**src/rtl/dma_arb_pkg.sv**
```systemverilog
package dma_arb_pkg;
  localparam int EXP_W   = 4;
  localparam int MAX_EXP = 10;
  localparam int LEN_W   = MAX_EXP + 1;

  // 2^e items, saturated at 2^MAX_EXP
  function automatic logic [LEN_W-1:0] run_len(input logic [EXP_W-1:0] e);
    logic [LEN_W-1:0] l;
    if (e > EXP_W'(MAX_EXP)) begin
      l = '0;
      l[MAX_EXP] = 1'b1;
    end else begin
      l = LEN_W'(1) << e;
    end
    return l;
  endfunction
endpackage

```
**src/rtl/dma_prio_reg.sv**
```systemverilog
module dma_prio_reg #(
  parameter int NUM_CH = 32
) (
  input  logic              clk_i,
  input  logic              rst_ni,
  input  logic [NUM_CH-1:0] set_i,
  input  logic [NUM_CH-1:0] clr_i,
  output logic [NUM_CH-1:0] prio_o
);
  for (genvar g = 0; g < NUM_CH; g++) begin : g_bit
    always_ff @(posedge clk_i or negedge rst_ni) begin
      if (!rst_ni)       prio_o[g] <= 1'b0;
      else if (clr_i[g]) prio_o[g] <= 1'b0;
      else if (set_i[g]) prio_o[g] <= 1'b1;
    end
  end
endmodule

```
**src/rtl/dma_prio_pick.sv**
```systemverilog
module dma_prio_pick #(
  parameter int NUM_CH = 32,
  localparam int CH_W = $clog2(NUM_CH)
) (
  input  logic [NUM_CH-1:0] req_i,
  input  logic [NUM_CH-1:0] hi_i,
  output logic [CH_W-1:0]   idx_o,
  output logic              vld_o
);
  logic [NUM_CH-1:0] hi_req, sel;

  assign hi_req = req_i & hi_i;
  assign sel    = (|hi_req) ? hi_req : req_i;
  assign vld_o  = |req_i;

  // lowest set index wins
  always_comb begin
    idx_o = '0;
    for (int i = NUM_CH - 1; i >= 0; i--) begin
      if (sel[i]) idx_o = CH_W'(i);
    end
  end
endmodule

```
**src/rtl/dma_run_ctr.sv**
```systemverilog
module dma_run_ctr
  import dma_arb_pkg::*;
(
  input  logic             clk_i,
  input  logic             rst_ni,
  input  logic             load_i,
  input  logic [LEN_W-1:0] len_i,
  input  logic             step_i,
  input  logic             abort_i,
  output logic             done_o
);
  logic [LEN_W-1:0] cnt_q;

  always_ff @(posedge clk_i or negedge rst_ni) begin
    if (!rst_ni)     cnt_q <= '0;
    else if (load_i) cnt_q <= len_i;
    else if (step_i) cnt_q <= cnt_q - LEN_W'(1);
  end

  // abort: channel disabled, end on this item
  assign done_o = step_i && ((cnt_q == LEN_W'(1)) || abort_i);
endmodule

```
**src/rtl/dma_chan_arbiter.sv**
```systemverilog
module dma_chan_arbiter
  import dma_arb_pkg::*;
#(
  parameter int NUM_CH = 32,
  localparam int CH_W = $clog2(NUM_CH)
) (
  input  logic                    clk_i,
  input  logic                    rst_ni,
  input  logic [NUM_CH-1:0]       en_i,
  input  logic [NUM_CH-1:0]       prio_set_i,
  input  logic [NUM_CH-1:0]       prio_clr_i,
  output logic [NUM_CH-1:0]       prio_o,
  input  logic [NUM_CH*EXP_W-1:0] arb_exp_i,
  input  logic [NUM_CH-1:0]       burst_only_i,
  input  logic [NUM_CH-1:0]       sreq_i,
  input  logic [NUM_CH-1:0]       breq_i,
  input  logic                    cpu_busy_i,
  input  logic                    item_done_i,
  output logic [CH_W-1:0]         grant_ch_o,
  output logic                    grant_vld_o,
  output logic                    xfer_en_o
);
  logic [NUM_CH-1:0] elig;
  logic [EXP_W-1:0]  exp_arr [NUM_CH];
  logic [CH_W-1:0]   win_ch, grant_ch_q;
  logic              win_vld, grant_vld_q, start, accept, run_done;
  logic [LEN_W-1:0]  win_len;

  for (genvar g = 0; g < NUM_CH; g++) begin : g_exp
    assign exp_arr[g] = arb_exp_i[g*EXP_W +: EXP_W];
  end

  assign elig = en_i & (breq_i | (sreq_i & ~burst_only_i));

  dma_prio_reg #(.NUM_CH(NUM_CH)) u_prio (
    .clk_i (clk_i),
    .rst_ni(rst_ni),
    .set_i (prio_set_i),
    .clr_i (prio_clr_i),
    .prio_o(prio_o)
  );

  dma_prio_pick #(.NUM_CH(NUM_CH)) u_pick (
    .req_i(elig),
    .hi_i (prio_o),
    .idx_o(win_ch),
    .vld_o(win_vld)
  );

  // burst request sets the run length when present
  assign win_len = breq_i[win_ch] ? run_len(exp_arr[win_ch]) : LEN_W'(1);
  assign start   = !grant_vld_q && win_vld;
  assign accept  = xfer_en_o && item_done_i;

  dma_run_ctr u_ctr (
    .clk_i  (clk_i),
    .rst_ni (rst_ni),
    .load_i (start),
    .len_i  (win_len),
    .step_i (accept),
    .abort_i(!en_i[grant_ch_q]),
    .done_o (run_done)
  );

  always_ff @(posedge clk_i or negedge rst_ni) begin
    if (!rst_ni) begin
      grant_vld_q <= 1'b0;
      grant_ch_q  <= '0;
    end else if (start) begin
      grant_vld_q <= 1'b1;
      grant_ch_q  <= win_ch;
    end else if (run_done) begin
      grant_vld_q <= 1'b0;
    end
  end

  assign grant_vld_o = grant_vld_q;
  assign grant_ch_o  = grant_ch_q;
  assign xfer_en_o   = grant_vld_q && !cpu_busy_i;
endmodule

```
**config.mk**
```make
export PLATFORM = sky130hd
export DESIGN_NAME = dma_chan_arbiter
export DESIGN_NICKNAME = d
export VERILOG_FILES = /design/src/rtl/dma_arb_pkg.sv /design/src/rtl/dma_prio_reg.sv /design/src/rtl/dma_prio_pick.sv /design/src/rtl/dma_run_ctr.sv /design/src/rtl/dma_chan_arbiter.sv
export SDC_FILE = /design/constraint.sdc
export NUM_CORES = 1
export LEC_CHECK = 0
export BUFFER_PORTS_ARGS = -buffer_cell sky130_fd_sc_hd__clkbuf_2
export CORE_AREA = 2 2 143 145
export CTS_CLUSTER_SIZE = 10
export DETAILED_ROUTE_END_ITERATION = 10
export DIE_AREA = 0 0 145 147
export SYNTH_ARGS = -nofsm -noshare
export SYNTH_HDL_FRONTEND = slang
export SYNTH_SLANG_ARGS = --single-unit
```
**constraint.sdc**
```tcl
create_clock -name clk_i -period 4.1 [get_ports clk_i]
set_input_delay 0 -clock clk_i [delete_from_list [all_inputs] [get_ports clk_i]]
set_output_delay 0 -clock clk_i [all_outputs]
set_load 0.005 [all_outputs]
```
; Yosys cells after proc, flatten, opt, wreduce, memory -nomap -nowiden
; Index checks and enable logic that the tools add are counted.
[totals]
regBits = 49
inputBits = 324
out_inout_bits = 39
elab_cells = 202
[classes]
add_sub_neg = 1
order_cmp = 4
eq_ne = 1
shift = 1
muxes = 110
bitwise = 6
n_reduce_logical = 44
[op_table]
columns = operator, n
row1 = $mux W5, 32
row2 = $and A32 B32 Y32, 3
row3 = $mux W1, 68
row4 = $reduce_bool A2 Y1, 34
row5 = $reduce_or A32 Y1, 2
row6 = $mux W11, 4
row7 = $mux W32, 1
row8 = $not A32 Y32, 1
row9 = $or A32 B32 Y32, 1
row10 = $bmux W4 S5, 1
row11 = $lt A5 B6 Y1 const B, 2
row12 = $eq A11 B1 Y1 const B, 1
row13 = $shl A1 B4 Y11 const A, 1
row14 = $sub A11 B1 Y11 const B, 1
row15 = $bmux W1 S5, 2
row16 = $mux W4, 2
row17 = $ge A6 B6 Y1 const B, 1
row18 = $not A5 Y6, 1
row19 = $gt A4 B4 Y1 const B, 1
row20 = $logic_and A1 B1 Y1, 4
row21 = $logic_not A1 Y1, 3
row22 = $logic_or A1 B1 Y1, 1

; Depth between registers and ports, before layout
[logic_depth]
word_depth = 47
depth_mapped = 21
ltp_nobuf = 16

; Hierarchy
; Synthesis repeated with hierarchy kept, for this count alone.
[hier_totals]
cells_unflattened = 456
area_unflattened_um2 = 4869.7
[modules_own_cells]
columns = module, instances, cells_per_inst, area_each_um2, seq_area_each_um2
row1 = dma_chan_arbiter, 1, 181, 2269.7, 150.1
row2 = dma_prio_reg, 1, 64, 1121.1, 800.8
row3 = dma_prio_pick, 1, 137, 807.0, 0.0
row4 = dma_run_ctr, 1, 74, 671.9, 275.3

; Worst setup path before layout
; OpenSTA, ideal clock, no wires.
[synth_path]
kind = reg-to-reg
startpoint = register u_prio.prio_o[21]
endpoint = register u_ctr.cnt_q[2]
setup_time_ns = 0.065
arrival_ns = 3.809
required_ns = 4.035
slack_ns = 0.226
stages_incl_launch_ff = 18
n_path_buf = 2
synth_period_minus_slack_ns = 3.874
cell_sequence = dfrtp_1 -> o211ai_1 -> o2111ai_1 -> nor4_2 -> buf_4 -> a21oi_1 -> or2_1 -> a311o_1 -> o211ai_1 -> a21o_1 -> buf_6 -> mux4_2 -> a22o_1 -> a211oi_2 -> a31oi_2 -> or2_0 -> o32ai_1 -> o21a_1
[synth_between]
elab_chain_len = 43
elab_cells_between_ends = 46
cone_classes = 1 x order compare / 1 x shift / 41 x mux / 2 x bitwise / 1 x reduce/logical
[synth_rtl]
columns = element, line_no
row1 = from (decl), dma_prio_reg.sv:8  ; output logic [NUM_CH-1:0] prio_o
row2 = "from (signal, indexed assignment)", dma_prio_reg.sv:12  ; if (!rst_ni) prio_o[g] <= 1'b0;
row3 = "from (signal, indexed assignment)", dma_prio_reg.sv:13  ; else if (clr_i[g]) prio_o[g] <= 1'b0;
row4 = "from (signal, indexed assignment)", dma_prio_reg.sv:14  ; else if (set_i[g]) prio_o[g] <= 1'b1;
row5 = $and A32 B32 Y32 (*), dma_prio_pick.sv:12  ; assign hi_req = req_i & hi_i;
row6 = $reduce_or A32 Y1, dma_prio_pick.sv:13  ; assign sel = (|hi_req) ? hi_req : req_i;
row7 = $mux W32 (*), dma_prio_pick.sv:13
row8 = $mux W5 (31 in series), dma_prio_pick.sv:20  ; if (sel[i]) idx_o = CH_W'(i);
row9 = $mux W5 (*), dma_prio_pick.sv:20
row10 = $not A5 Y6 (not written as such), dma_chan_arbiter.sv:51  ; assign win_len = breq_i[win_ch] ? run_len(exp_arr[win_ch]) : LEN_W'(1);
row11 = $bmux W4 S5, dma_chan_arbiter.sv:51
row12 = $mux W4 (not written as such) (2 in series), dma_chan_arbiter.sv:51
row13 = $gt A4 B4 Y1 or $shl A1 B4 Y11 (tied branches), "dma_arb_pkg.sv:9, dma_arb_pkg.sv:13"
row14 = $mux W11, dma_arb_pkg.sv:9  ; if (e > EXP_W'(MAX_EXP)) begin
row15 = $mux W11 (*), dma_chan_arbiter.sv:51
row16 = $mux W11 (*), dma_run_ctr.sv:16  ; else if (load_i) cnt_q <= len_i;
row17 = to (signal assigned), dma_run_ctr.sv:16
row18 = to (signal assigned), dma_run_ctr.sv:17  ; else if (step_i) cnt_q <= cnt_q - LEN_W'(1);
row19 = to (decl), dma_run_ctr.sv:12  ; logic [LEN_W-1:0] cnt_q;
; Mark *: on every way between the ends. The rest lies on a longest branch, timed or not. The select of a mux whose other input is x is not followed.
; A chain may end at the register's enable or synchronous reset.

; Worst setup path in the final report
[layout_path]
startpoint = register u_prio.prio_o[5]
endpoint = register u_ctr.cnt_q[2]
; The elaborated chain is that of the path after synthesis.

==> run_results.csv <==
group,metric,value,unit
run_status,status,"finished with violations",
run_status,violations,"setup timing",
yosys,synth_top_family_by_area,"compound AO/OA/AOI/OAI gates",
cells_and_area,syn_to_final_growth,88.5,%
yosys,avgSynthCellArea,8.46,sq um
yosys,synth.cell_area,5470,sq um
pwr,power.density,371,nW/um^2
setup_path,cp_slowest_cell,"dfrtp_1",
pwr,power,0.00383,W
global_route,track_usage,0.263,
cts,cts_root_buf,"clkbuf_16",
global_route,grt_pass1_vias,7998,
die,die-area,21300,sq um
place,dp.cells,1422,
yosys,synth_warnings,0,
timing,max_freq,225,MHz
timing,rsz0062_at_grt,"yes",
yosys,yosys-top-cells-count,"102 x nor2_1, 63 x mux2i_1, 49 x dfrtp_1",
global_route,grt_first_pass_wirelength,43800,microns
pwr,swShare,0.420,
setup_path,required,4.35,ns
setup_path,cp_cell_sequence,"o211ai_1, o2111ai_2, nor4_4, buf_6, buf_12, a21oi_2, or2_0, o2111ai_2, and4b_2, a211oi_4, buf_6, buf_12, mux4_2, a22o_1, a211oi_2, a31oi_4, or2_0, o32ai_2, o21a_1",
setup_path,timing_worst_setup_path_type,"flop to flop",
yosys,seq_area_frac_synth,0.224,
cts,clk_latency,0.31,ns
die,fp-row-count,52,
cells_and_area,fin_util,0.520,
cts,path_clk_slew,0.08,ns
yosys,muxShareOfSynthArea,0.206,
yosys,synth-edff-count,0,
yosys,ys_types,77,
die,io_pins,363,
timing,drv_slew,0,
routing,viasPerCell,5.13,
timing,post-route-min-period,4.44,ns
place,place_hpwl,23800,microns
setup_path,cp.arrival,4.68,ns
setup_path,critical_path.max_stage_delay,0.42,ns
global_route,antenna_found_initial,0,
setup_path,ff2ff_path_depth,19,
hold_path,holdPathEnd,"xfer_en_o",
routing,wl_per_cell,19.3,microns
routing,dr.first_iter.drc_count,484,
yosys,synthCells,647,
timing,finalCritPeriodShare,1.08,
yosys,synth-simple-area-share,0.211,
routing,drt-total-wl,29300,microns
routing,drc,0,
hold_path,hold_path.class,"input pin to output pin",
pwr,peakVddDrop,0.225,mV
yosys,synth_fp_nets,973,
setup_path,critical_path.endpoint_type,"flop",
cells_and_area,drive_above_1_share,0.548,
pwr,combPwrFrac,0.675,
yosys,async_flop_share,1.00,
global_route,overflow,0,
yosys,synthAdderAreaFrac,0.00457,
timing,relSlewSlack,0.428,
place,globalplace.congestion,0.924,
timing,setup_tns,-3.28,ns
flow_run,maxCapViolations,0,
pwr,p_clk_frac,0.133,
setup_path,regToRegSetupSlack,-0.34,ns
die,die_w,145,microns
hold_path,hold_depth,3,
routing,via_count,7797,
yosys,synthXorXnorAreaFrac,0.00320,
yosys,synth_ff_type,"dfrtp_1",
routing,firstDrtPassIters,6,
pwr,p_switching,0.00161,W
setup_path,timing.rr.start,"u_prio.prio_o[5]$_DFFE_PN0P_",
timing,holdWs,0.217,ns
yosys,synth_area_leaders,"dfrtp_1 22%, mux2i_1 12%, mux4_2 7.8%",
die,core,19800,sq um
setup_path,worstPathMaxFanout,8,
cells_and_area,diodes,0,
yosys,netlist.area_leader.share,0.224,
yosys,synth-seq-cells,49,
setup_path,path_depth,19,
routing,ant_nets,0,
cts,cts.sink_count,49,
cts,ctsHtreeMaxLevel,2,
timing,worstMarginPinSlew,0.859,ns
cts,cts_tree,"yes",
cts,clockBufferDepth,2,
global_route,grt_max_degree,50,
setup_path,path_buf_inv,4,
timing,finalClockSkew,0.00594,ns
die,initial_core_util,0.276,
yosys,yosys.area.top_type,"dfrtp_1",
cells_and_area,final_cells,1519,
cts,cts_buffers,5,
setup_path,worst_setup_path_start_kind,"flop",
die,die_h,147,microns
pwr,power_frac_seq,0.193,
pwr,p_int,0.00222,W
place,portBuffers,362,
timing,fin_ws,-0.335,ns
pwr,leakagePower,5.06,nW
yosys,synth-compound-area-share,0.307,
yosys,yosysMostFrequentCell,"nor2_1",
timing,finalSetupViolCount,11,
setup_path,crit_family,"compound AO/OA/AOI/OAI gates",
timing,hold_viol_final,0,
setup_path,worstReg2RegEnd,"u_ctr.cnt_q[2]$_DFFE_PN0P_",
cells_and_area,nNetsFinal,1574,
hold_path,min_from,"cpu_busy_i",
## registers in the layout, summed over array words and instances (netlist names)
| name | flops |
|---|---|
| u_prio.prio_o | 32 |
| u_ctr.cnt_q | 11 |
| grant_ch_o | 5 |
| grant_vld_o | 1 |
## how the worst max path moves through the flow
stage,from,endpoint,slack (ns)
floorplan,u_prio.prio_o[21]$_DFFE_PN0P_,u_ctr.cnt_q[2]$_DFFE_PN0P_,0.23
global placement,u_prio.prio_o[12]$_DFFE_PN0P_,u_ctr.cnt_q[10]$_DFFE_PN0P_,-0.40
detailed placement,u_prio.prio_o[12]$_DFFE_PN0P_,u_ctr.cnt_q[10]$_DFFE_PN0P_,-0.44
CTS,u_prio.prio_o[1]$_DFFE_PN0P_,u_ctr.cnt_q[2]$_DFFE_PN0P_,-0.27
global route,u_prio.prio_o[5]$_DFFE_PN0P_,u_ctr.cnt_q[8]$_DFFE_PN0P_,-0.50
finish,u_prio.prio_o[5]$_DFFE_PN0P_,u_ctr.cnt_q[2]$_DFFE_PN0P_,-0.34
## worst reg2reg max path, cell delays in order, from the launching register on
cell	delay (ns)
dfrtp_1	0.42
o211ai_1	0.22
o2111ai_2	0.21
nor4_4	0.32
buf_6	0.19
buf_12	0.13
a21oi_2	0.06
or2_0	0.21
o2111ai_2	0.18
and4b_2	0.28
a211oi_4	0.33
buf_6	0.19
buf_12	0.13
mux4_2	0.31
a22o_1	0.23
a211oi_2	0.27
a31oi_4	0.08
or2_0	0.25
o32ai_2	0.21
o21a_1	0.15
## per-layer routing
layer	part of all wire	up-vias	GRT usage
li1	-	3721	-
met1	0.44	3742	0.343
met2	0.50	303	0.464
met3	0.050	31	0.0351
met4	0.016	0	0.0584
met5	0	-	0
## cells in the final DEF, fill, tap and decap left out, types with 11 or more instances in the layout
cell type	instances
o21ai_0	29
o211ai_1	26
buf_12	11
o21a_1	11
o22ai_1	11
nor2_1	102
a21oi_1	29
clkbuf_2	362
dlygate4sd3_1	65
buf_4	176
dfrtp_1	49
mux4_2	19
nand2_1	26
nor2b_1	33
inv_1	13
mux2i_1	58
a21oi_2	14
## layout make-up
cell class              count  area (sq um)
multi-input cells         556          4430
clock inverters             2          38.8
clock buffers               6           129
repair buffers            623          4110
well taps                 270           338
fillers                  1852          9530
flip-flops and latches     49          1230
inverters                  13          48.8
## power by group through the flow
stage | clock network (W) | logic, W | registers [W]
6_report | 0.000507 | 0.00258 | 0.000737
5_1_grt | 0.000528 | 0.00276 | 0.000750
4_1_cts | 0.000508 | 0.00242 | 0.000732
3_5_place_dp | 0 | 0.00216 | 0.000742
3_3_place_gp | 0 | 0.00215 | 0.000740
2_1_floorplan | 0 | 0.00128 | 0.000666
## what timing repair did
action / CTS / global route
pin swaps: 24 / 24
resized for setup: 49 / 37
hold buffers: 65 / 0
endpoints found under the setup margin: 11 / 11
setup buffers: 16 / 7
gates cloned: 3 / 1
endpoints found under the hold margin: 81 / 0
## logic make-up after synthesis
family          Yosys count
fa+ha+maj                 2
simple gates            233
flops                    49
xor+xnor                  2
mux                      88
compound gates          231
buf+inv                  42
## per-stage QoR
stage | instance area (sq um) | setup WS (ns)
after floorplan | 5470 | 0.226
after global placement | 8830 | -0.397
after detailed placement | 8830 | -0.445
after CTS | 10100 | -0.267
after global routing | 10300 | -0.500
final | 10300 | -0.335
(Power assumes the default switching activity.)
